`src/rtl/vof_pkg.sv`:
```
`timescale 1ns/1ps
package vof_pkg;
    localparam int XLEN    = 64;
    localparam int NREG    = 8;
    localparam int IDXW    = $clog2(NREG);
    localparam int INSTR_W = 128;

    // byte-aligned field offsets
    localparam int RA_LSB    = 8;
    localparam int BSEL_LSB  = 16;
    localparam int RB_LSB    = 24;
    localparam int RC_LSB    = 32;
    localparam int IMM8_LSB  = 40;
    localparam int AMASK_LSB = 48;
    localparam int IMM32_LSB = 80;

    typedef enum logic {ST_IDLE, ST_OUT} vof_state_e;

    typedef struct packed {
        logic [IDXW-1:0] ra;
        logic [2:0]      bsel;
        logic [IDXW-1:0] rb;
        logic [IDXW-1:0] rc;
        logic [7:0]      imm8;
        logic [31:0]     amask;
        logic [31:0]     imm32;
    } vof_fields_t;

    function automatic logic [XLEN-1:0] sext32(input logic [31:0] v);
        return {{(XLEN-32){v[31]}}, v};
    endfunction
endpackage

```
`src/rtl/vof_decode.sv`:
```
`timescale 1ns/1ps
module vof_decode
    import vof_pkg::*;
(
    input  logic [INSTR_W-1:0] instr,
    output vof_fields_t        fld
);
    always_comb begin
        fld.ra    = instr[RA_LSB    +: IDXW];
        fld.bsel  = instr[BSEL_LSB  +: 3];
        fld.rb    = instr[RB_LSB    +: IDXW];
        fld.rc    = instr[RC_LSB    +: IDXW];
        fld.imm8  = instr[IMM8_LSB  +: 8];
        fld.amask = instr[AMASK_LSB +: 32];
        fld.imm32 = instr[IMM32_LSB +: 32];
    end
endmodule

```
`src/rtl/vof_regfile.sv`:
```
`timescale 1ns/1ps
module vof_regfile #(
    parameter int N    = 8,
    parameter int XW   = 64,
    localparam int IW  = $clog2(N)
) (
    input  logic          clk,
    input  logic          rst_n,
    input  logic [IW-1:0] rd_idx_a,
    input  logic [IW-1:0] rd_idx_b,
    output logic [XW-1:0] rd_a,
    output logic [XW-1:0] rd_b,
    input  logic          upd_en,
    input  logic [IW-1:0] upd_idx,
    input  logic [XW-1:0] upd_val,
    input  logic          ext_en,
    input  logic [IW-1:0] ext_idx,
    input  logic [XW-1:0] ext_data
);
    logic [XW-1:0] mem [N];

    for (genvar i = 0; i < N; i++) begin : g_ent
        always_ff @(posedge clk) begin
            if (!rst_n)
                mem[i] <= '0;
            else if (upd_en && upd_idx == IW'(i))
                mem[i] <= upd_val;   // operand-A update has priority
            else if (ext_en && ext_idx == IW'(i))
                mem[i] <= ext_data;
        end

        // untouched without any write source
        a_r11_quiet: assert property (@(posedge clk) disable iff (!rst_n)
            (!upd_en && !ext_en) |=> $stable(mem[i]));

        // update beats write-back on collision
        a_r9_collide: assert property (@(posedge clk) disable iff (!rst_n)
            (upd_en && ext_en && upd_idx == IW'(i) && ext_idx == IW'(i))
            |=> mem[i] == $past(upd_val));
    end

    assign rd_a = mem[rd_idx_a];
    assign rd_b = mem[rd_idx_b];
endmodule

```
`src/rtl/vof_bsel.sv`:
```
`timescale 1ns/1ps
module vof_bsel #(
    parameter int XW = 64
) (
    input  logic [2:0]    code,
    input  logic          shift_class,
    input  logic [XW-1:0] reg_val,
    input  logic [7:0]    imm8,
    input  logic [31:0]   imm32,
    output logic [XW-1:0] op_b,
    output logic          is_imm
);
    always_comb begin
        is_imm = (code[2:1] == 2'b11);
        if (!is_imm)
            op_b = reg_val;
        else if (shift_class)
            op_b = {{(XW-8){1'b0}}, imm8};
        else
            op_b = {{(XW-32){imm32[31]}}, imm32};
    end
endmodule

```
`src/rtl/vm_operand_fetch.sv`:
```
`timescale 1ns/1ps
module vm_operand_fetch
    import vof_pkg::*;
#(
    parameter int W   = 16,
    localparam int AW = W + 3
) (
    input  logic               clk,
    input  logic               rst_n,
    input  logic               in_valid,
    input  logic [127:0]       instr,
    input  logic               shift_class,
    input  logic               wb_en,
    input  logic [2:0]         wb_idx,
    input  logic [63:0]        wb_data,
    output logic               out_valid,
    output logic [AW-1:0]      rd_addr,
    output logic [63:0]        op_b,
    output logic               b_is_imm,
    output logic [63:0]        wr_mask,
    output logic [2:0]         c_idx
);
    vof_state_e  state, state_nx;
    vof_fields_t fld;
    logic [XLEN-1:0] ra_val, rb_val, ra_new, b_nx;
    logic            b_imm_nx;

    vof_decode u_dec (.instr(instr), .fld(fld));

    assign ra_new = ra_val ^ sext32(fld.amask);

    vof_regfile #(.N(NREG), .XW(XLEN)) u_rf (
        .clk(clk), .rst_n(rst_n),
        .rd_idx_a(fld.ra), .rd_idx_b(fld.rb),
        .rd_a(ra_val), .rd_b(rb_val),
        .upd_en(in_valid), .upd_idx(fld.ra), .upd_val(ra_new),
        .ext_en(wb_en), .ext_idx(wb_idx), .ext_data(wb_data)
    );

    vof_bsel #(.XW(XLEN)) u_bsel (
        .code(fld.bsel), .shift_class(shift_class), .reg_val(rb_val),
        .imm8(fld.imm8), .imm32(fld.imm32),
        .op_b(b_nx), .is_imm(b_imm_nx)
    );

    // next-state logic
    always_comb begin
        state_nx = state;
        unique case (state)
            ST_IDLE: if (in_valid) state_nx = ST_OUT;   // IDLE_TO_OUT
            ST_OUT:  if (!in_valid) state_nx = ST_IDLE; // OUT_TO_IDLE
            default: state_nx = ST_IDLE;
        endcase
    end

    // state register
    always_ff @(posedge clk) begin
        if (!rst_n) state <= ST_IDLE;
        else        state <= state_nx;
    end

    // output registers
    always_ff @(posedge clk) begin
        if (!rst_n) begin
            rd_addr  <= '0;
            op_b     <= '0;
            b_is_imm <= 1'b0;
            wr_mask  <= '0;
            c_idx    <= '0;
        end else if (in_valid) begin
            rd_addr  <= {ra_new[W-1:0], 3'b000};
            op_b     <= b_nx;
            b_is_imm <= b_imm_nx;
            wr_mask  <= sext32(fld.imm32);
            c_idx    <= fld.rc;
        end
    end

    assign out_valid = (state == ST_OUT);

    a_r10_rise: assert property (@(posedge clk) disable iff (!rst_n)
        in_valid |=> out_valid);
    a_r10_fall: assert property (@(posedge clk) disable iff (!rst_n)
        !in_valid |=> !out_valid);
    a_r10_hold: assert property (@(posedge clk) disable iff (!rst_n)
        !in_valid |=> ($stable(op_b) && $stable(rd_addr) && $stable(wr_mask)));
    a_r8_mask: assert property (@(posedge clk) disable iff (!rst_n)
        in_valid |=> wr_mask[31:0] == $past(instr[111:80]));
    a_r6_zext: assert property (@(posedge clk) disable iff (!rst_n)
        (in_valid && shift_class && instr[18:17] == 2'b11) |=> op_b[63:8] == '0);
endmodule

```
`config.mk`:
```
export PLATFORM = sky130hd
export DESIGN_NAME = vm_operand_fetch
export DESIGN_NICKNAME = d
export VERILOG_FILES = /design/src/rtl/vof_pkg.sv /design/src/rtl/vof_decode.sv /design/src/rtl/vof_regfile.sv /design/src/rtl/vof_bsel.sv /design/src/rtl/vm_operand_fetch.sv
export SDC_FILE = /design/constraint.sdc
export NUM_CORES = 1
export LEC_CHECK = 0
export BUFFER_PORTS_ARGS = -buffer_cell sky130_fd_sc_hd__buf_2
export CORE_AREA = 2 2 261 263
export DETAILED_ROUTE_END_ITERATION = 10
export DIE_AREA = 0 0 263 265
export PLACE_DENSITY = 0.73
export REMOVE_ABC_BUFFERS = 1
export SYNTH_ARGS = -nofsm -noshare
export SYNTH_HDL_FRONTEND = slang
export SYNTH_HIERARCHICAL = 1
export SYNTH_SLANG_ARGS = --single-unit
```
`constraint.sdc`:
```
create_clock -name clk -period 10.5 [get_ports clk]
set_input_delay 2.625 -clock clk [delete_from_list [all_inputs] [get_ports clk]]
set_output_delay 2.625 -clock clk [all_outputs]
set_load 0.03 [all_outputs]
```
; ---- After elaboration in Yosys (flattened, before gate mapping)
; Memories as Yosys holds them, arrays and structs flattened.
; Cells that the tools add are included.
[op_classes]
add_sub_neg = 0
mul = 0
n_div = 0
n_lt_le_gt_ge = 0
eq_ne = 15
shifts = 0
mux = 76
n_bitwise = 17
n_reduce_logical = 18
[ops]
columns = cell, n
row1 = $mux W64, 18
row2 = $xor A64 B64 Y64, 1
row3 = $mux W1, 58
row4 = $eq A3 B3 Y1 const B, 8
row5 = $logic_and A1 B1 Y1, 16
row6 = $or A1 B1 Y1, 16
row7 = $eq A3 B2 Y1 const B, 4
row8 = $eq A3 B1 Y1 const B, 2
row9 = $logic_not A3 Y1, 2
row10 = $eq A2 B2 Y1 const B, 1
[totals]
reg_bits = 117
latchBits = 0
mem_bits_rw = 512
romBits = 0
input_bits = 200
out_inout_bits = 152
word_cells = 133
mem_count = 1
[mem_list]
columns = name, words, word_bits, rd, rd_clocked_by_memory_dff, wr, line_no
row1 = u_rf.mem, 8, 64, 2, 0, 8, vof_regfile.sv:20  ; logic [XW-1:0] mem [N];

; ---- Longest topological paths before layout
; Gate-level depths: netlist (run 1).
[logic_depth]
ltp_word = 7
ltp_mapped = 9
depth_no_buf = 6

; ---- By module
; The synthesis (run 1) kept the hierarchy.
[by_module_without_submodules]
columns = module, instances, cells_per_inst, area_per_inst_um2, seq_area_each_um2
row1 = vof_regfile, 1, 1912, 29101.7, 15374.7
row2 = vm_operand_fetch, 1, 498, 5233.8, 2342.2
row3 = vof_bsel, 1, 150, 948.4, 0.0
row4 = vof_decode, 1, 84, 630.6, 0.0

; ---- Worst setup path before layout (run 1)
; Ideal clock, no wire load.
[synth_timing]
path_type = input -> register
startpoint = input wb_idx[2]
endpoint = memory u_rf.mem[4][0], enable pin
setup_time_ns = 0.706
arrival_ns = 10.085
required_time_ns = 9.794
path_slack_ns = -0.291
path_stages = 2
cell_sequence = nand2_1 > o311ai_0
[synth_rtl]
columns = item, line_no
row1 = start: declaration, vm_operand_fetch.sv:14  ; input logic [2:0] wb_idx,
row2 = end: declaration, vof_regfile.sv:20

==> metrics.yaml, run 1 <==
cp_num_buf_inv: 3
row_count: 95
fin_skew_ns: 0.0171
routed_via_density: 7.04
cts_hold_buf: 0
fillers: 5175
critPathTopFamily: "buffers and inverters"
worst-path-max-fanout: 68
layout-drive-gt1-share_pct: 31.8
cts-root-buf: "clkbuf_16"
cts_tree: "built"
fmax_mhz: 167
cp-start-kind: "input port"
clk_latency_ns: 0.62
postLayoutCellArea_um2: 38900
fin_tns_setup_ns: 0
drtAntennaViolNets: 0
finalWirelength_um: 109000
worst_pin_slew_ns: 1.31
critPathRequiredTime_ns: 10.97
gp_congestion: 0.780
status: "complete, no violations"
clkSinkCount: 629
met1_usage_pct: 38.1
seqPwrFrac_pct: 46.6
grt_overflow: 0
post-cts-setup-buffers: 0
clkPwrFrac_pct: 37.3
place_area_um2: 36700
cts_resized: 0
totalPowerFinal_mw: 6.32
dp_hpwl_um: 56900
grt_max_degree: 78
critPathSlowestCell: "nor2_4"
path_common_cell: "buf_4"
grt-busiest-layer: "met2"
core_um2: 66800
crit_chain: "buf_6, buf_4, nand3_1, nor2_4, buf_4, a22o_1"
grt_pass1_vias: 25900
setup_viol: 0
cts_buffers: 70
die_x_um: 263
fin_nets: 2836
cpPeakStageDelay_ns: 0.96
hold_viol: 0
p_per_area_nw_per_um2: 163
synth_warnings: 6
arrival_ns: 6.46
clk_pin_slew_ns: 0.06
cap_violations: 0
period_needed_ns: 5.99
cts.path.max_buffers: 3
wl_per_cell_um: 30.4
die_h_um: 265
grt_use_total_pct: 30.7
syn_inst: 2643
start_util_pct: 53.8
max_slew_margin_pct: 12.9
multi_input_area_um2: 15800
hp-class: "reg -> reg"
p_int_mw: 4.62
io_buffers: 303
rsz0062_at_grt: "no"
syn_area_per_cell_um2: 13.6
switching_power_mw: 1.70
fin_hold_ws_ns: 0.511
die_area_um2: 69700
leakagePower_nw: 15.1
synth_area_um2: 35900
area_delta_synth_final_pct: 8.21
peakVddDrop_uv: 120
swShare_pct: 26.9
drtPass1Iterations: 6
grt_pass1_wl_um: 160000
drt-initial-drc-count: 2850
grt_util_met2_pct: 50.4
period_share_pct: 57.0
vias: 25200
drv_slew: 0
cp-end-kind: "flop"
antenna_found_initial: 22
combPwrFrac_pct: 16.2
met3_usage_pct: 9.01
register_area_um2: 17700
cts_htree_levels: 3
ioPinCount: 352
drc: 0
crit_type: "in -> reg"
==> sequential cells by signal (all words and copies together), names as in the netlist <==
register,flops
c_idx,3
out_valid,1
rd_addr,16
b_is_imm,1
u_rf/mem,512
op_b,64
wr_mask,32
==> power by group through the flow <==
| stage | Combinational, mW | Sequential (mW) | Clock, mW |
|---|---|---|---|
| final | 1.02 | 2.94 | 2.36 |
| after global routing | 1.08 | 2.96 | 2.47 |
| after CTS | 1.01 | 2.94 | 2.38 |
| after detailed placement | 1.01 | 2.99 | 0 |
| after global placement | 0.987 | 2.97 | 0 |
| after floorplan | 0.550 | 3.06 | 0 |
==> cell type report <==
type | instances | share of cell area, %
diodes | 11 | 0.0708
clock buffers | 100 | 5.04
clock inverters | 28 | 0.486
well taps | 873 | 2.81
multi-input cells | 1539 | 40.5
flip-flops and latches | 629 | 45.6
inverters | 42 | 0.406
repair buffers | 354 | 5.06
==> final timing paths <==
| check | from | endpoint | slack [ns] | cells past startpoint |
|---|---|---|---|---|
| worst max register to register | u_rf/mem[7][14] | u_rf/mem[4][14] | 8.24 | 6 |
| worst min-delay path | op_b[52] | op_b[52] | 0.51 | 2 |
| worst min register to register | op_b[52] | op_b[52] | 0.51 | 2 |
| worst max-delay path | rst_n | u_rf/mem[5][28] | 4.51 | 6 |
==> through the flow <==
stage               util (%)  cells  worst slack (ns)
floorplan                  -   2210             -2.33
global placement        54.9   3437              4.10
detailed placement      54.9   3437              4.03
CTS                     58.1   3565              4.64
global route            58.2   3572              4.45
finish                  58.2   3576              4.51
==> placed cells by master (no fill, tap or decap), drive strengths merged, types with 48 or more instances in the layout <==
master and count:
a22o 384, buf 353, clkbuf 101, dfxtp 117, edfxtp 512, mux2 128
mux2i 108, mux4 256, nand2 200, nor2b 103, o22ai 128, xor2 48
==> worst reg2reg max path, stage by stage (launching register included) <==
cell	delay (ns)
edfxtp_1	0.38
mux4_2	0.48
mux2_2	0.32
xnor2_1	0.32
inv_1	0.22
nand2_1	0.13
o22ai_1	0.09
==> routing by layer <==
| metal | share of wire, % | vias to the layer above |
|---|---|---|
| met5 | 0.12 | - |
| met4 | 3.7 | 20 |
| met3 | 13 | 350 |
| met2 | 48 | 1942 |
| met1 | 35 | 12500 |
| li1 | - | 10300 |
Power figures use the tool's default switching activity.
==> run 2: changes to the inputs <==
CORE_AREA = 2 2 259 261   (was 2 2 261 263)
DIE_AREA = 0 0 261 263   (was 0 0 263 265)
PLACE_DENSITY = 0.71   (was 0.73)
clock period = 5.85 ns   (was 10.5 ns; I/O delays follow)
==> run 2 against run 1 <==
- final cell count rose by 0.31%
- count of clock-buffer cells in the layout increased by 5
- worst hold slack worse by 0.0040 ns
==> metrics.yaml, run 2 (synthesis gave the netlist of run 1 again) <==
ioPinCount: 352
combPwrFrac_pct: 16.0
die_area_um2: 68600
post-cts-setup-buffers: 0
reg_top3: "u_rf/mem x512, op_b x64, wr_mask x32"
start_util_pct: 54.7
arrival_ns: 4.37
die_h_um: 263
critPathLaunch: "instr[10]"
finalWirelength_um: 108000
clk_latency_ns: 0.61
row_count: 94
cp-end-kind: "flop"
fmax_mhz: 255
largest_reg_flops: 512
setup_viol: 0
worst-path-max-fanout: 76
clkPwrFrac_pct: 38.0
fin_nets: 2854
hold_viol: 0
peakVddDrop_uv: 176
grt_pass1_wl_um: 158000
die_x_um: 261
crit_type: "in -> reg"
cts_hold_buf: 0
cts_buffers: 71
fin_cells: 3587
drc: 0
hp-class: "reg -> reg"
cts_htree_levels: 3
gp_congestion: 0.787
wl_per_cell_um: 30.1
drtAntennaViolNets: 0
drtPass1Iterations: 6
postLayoutCellArea_um2: 39100
grt_use_total_pct: 30.9
cts_resized: 0
period_share_pct: 67.0
final_cell_mix: "512 x edfxtp_1, 384 x a22o_1, 295 x buf_2"
core_um2: 65600
critPathRequiredTime_ns: 6.30
clk_pin_slew_ns: 0.06
dp_hpwl_um: 59300
drt-initial-drc-count: 3235
p_per_area_nw_per_um2: 294
cts_tree: "built"
rsz0062_at_grt: "no"
rrSetupSlack_ns: 3.62
fillers: 5061
clkSinkCount: 629
routed_via_density: 6.97
cts.path.max_buffers: 3
drv_slew: 0
period_needed_ns: 3.92
status: "complete, no violations"
swShare_pct: 26.6
io_buffers: 303
vias: 25000
grt_pass1_vias: 25200
crit_path_end: "u_rf/mem[4][30]"
reg2reg_from: "u_rf/mem[7][8]"
p_int_mw: 8.44
rr_worst_depth: 6
worst_pin_slew_ns: 1.32
cp-start-kind: "input port"
fin_hold_ws_ns: 0.507
seqPwrFrac_pct: 46.0
cap_violations: 0
layout-drive-gt1-share_pct: 32.3
antenna_found_initial: 24
leakagePower_nw: 15.3
final_common_cell: "edfxtp_1"
grt_max_degree: 81
area_delta_synth_final_pct: 8.97
switching_power_mw: 3.05
cts-root-buf: "clkbuf_16"
grt_overflow: 0
r2r_end: "u_rf/mem[0][8]"
place_inst: 3445
fin_skew_ns: 0.0198
max_slew_margin_pct: 11.7
top_register: "u_rf/mem"
fin_tns_setup_ns: 0
place_area_um2: 36800
-- run 2: cell count changes in the layout (fill, tap and decap cells not counted), sizes merged --
cell / delta
diode: +3
clkinv: -4
buf: +17
inv: -3
clkinvlp: +1
clkbuf: +5
bufinv: +1
-- run 2: layer usage --
metal	vias to the layer above	GRT usage (%)	part of all wire [%]
li1	10400	-	-
met1	12500	39.9	36
met2	1785	50.6	48
met3	299	6.97	12
met4	20	12.3	3.4
met5	-	0	0.12
-- run 2: layout make-up --
cell class / count / area [um^2] / share of cell area (%)
sequential: 629 / 17700 / 45.3
clock buffer: 105 / 2050 / 5.24
timing repair buffer: 371 / 2140 / 5.47
antenna: 14 / 35.0 / 0.0895
tap: 864 / 1080 / 2.76
clock inverter: 23 / 194 / 0.496
inverter: 42 / 158 / 0.403
multi-input combinational: 1539 / 15800 / 40.3
-- run 2: worst min path at each step --
stage,startpoint,to,slack (ns),cells past startpoint
5_1_grt,c_idx[1],c_idx[1],0.53,2
2_1_floorplan,b_is_imm,b_is_imm,0.64,2
3_5_place_dp,op_b[63],op_b[63],0.49,2
3_3_place_gp,wr_mask[26],wr_mask[26],0.49,2
4_1_cts,op_b[26],op_b[26],0.51,2
6_report,wr_mask[14],wr_mask[14],0.51,2
-- run 2: power by group through the flow --
stage / Combinational [mW] / Clock (mW) / Sequential [mW]
after floorplan: 0.987 / 0 / 5.49
after global placement: 1.78 / 0 / 5.34
after detailed placement: 1.81 / 0 / 5.37
after CTS: 1.82 / 4.41 / 5.28
after global routing: 1.95 / 4.57 / 5.31
final: 1.84 / 4.37 / 5.28
-- run 2: critical path: stages --
cell	delay (ns)
buf_6	0.64
buf_4	0.56
mux4_2	0.40
mux2_2	0.30
xor2_1	0.49
nand2_1	0.15
o22ai_1	0.22
-- run 2: metrics by stage --
step	utilization [%]	worst slack, ns	power (mW)
2_1_floorplan	-	-5.81	6.48
3_3_place_gp	56.1	1.49	7.11
3_5_place_dp	56.1	1.41	7.19
4_1_cts	59.6	2.02	11.5
5_1_grt	59.6	1.83	11.8
6_report	59.6	1.93	11.5
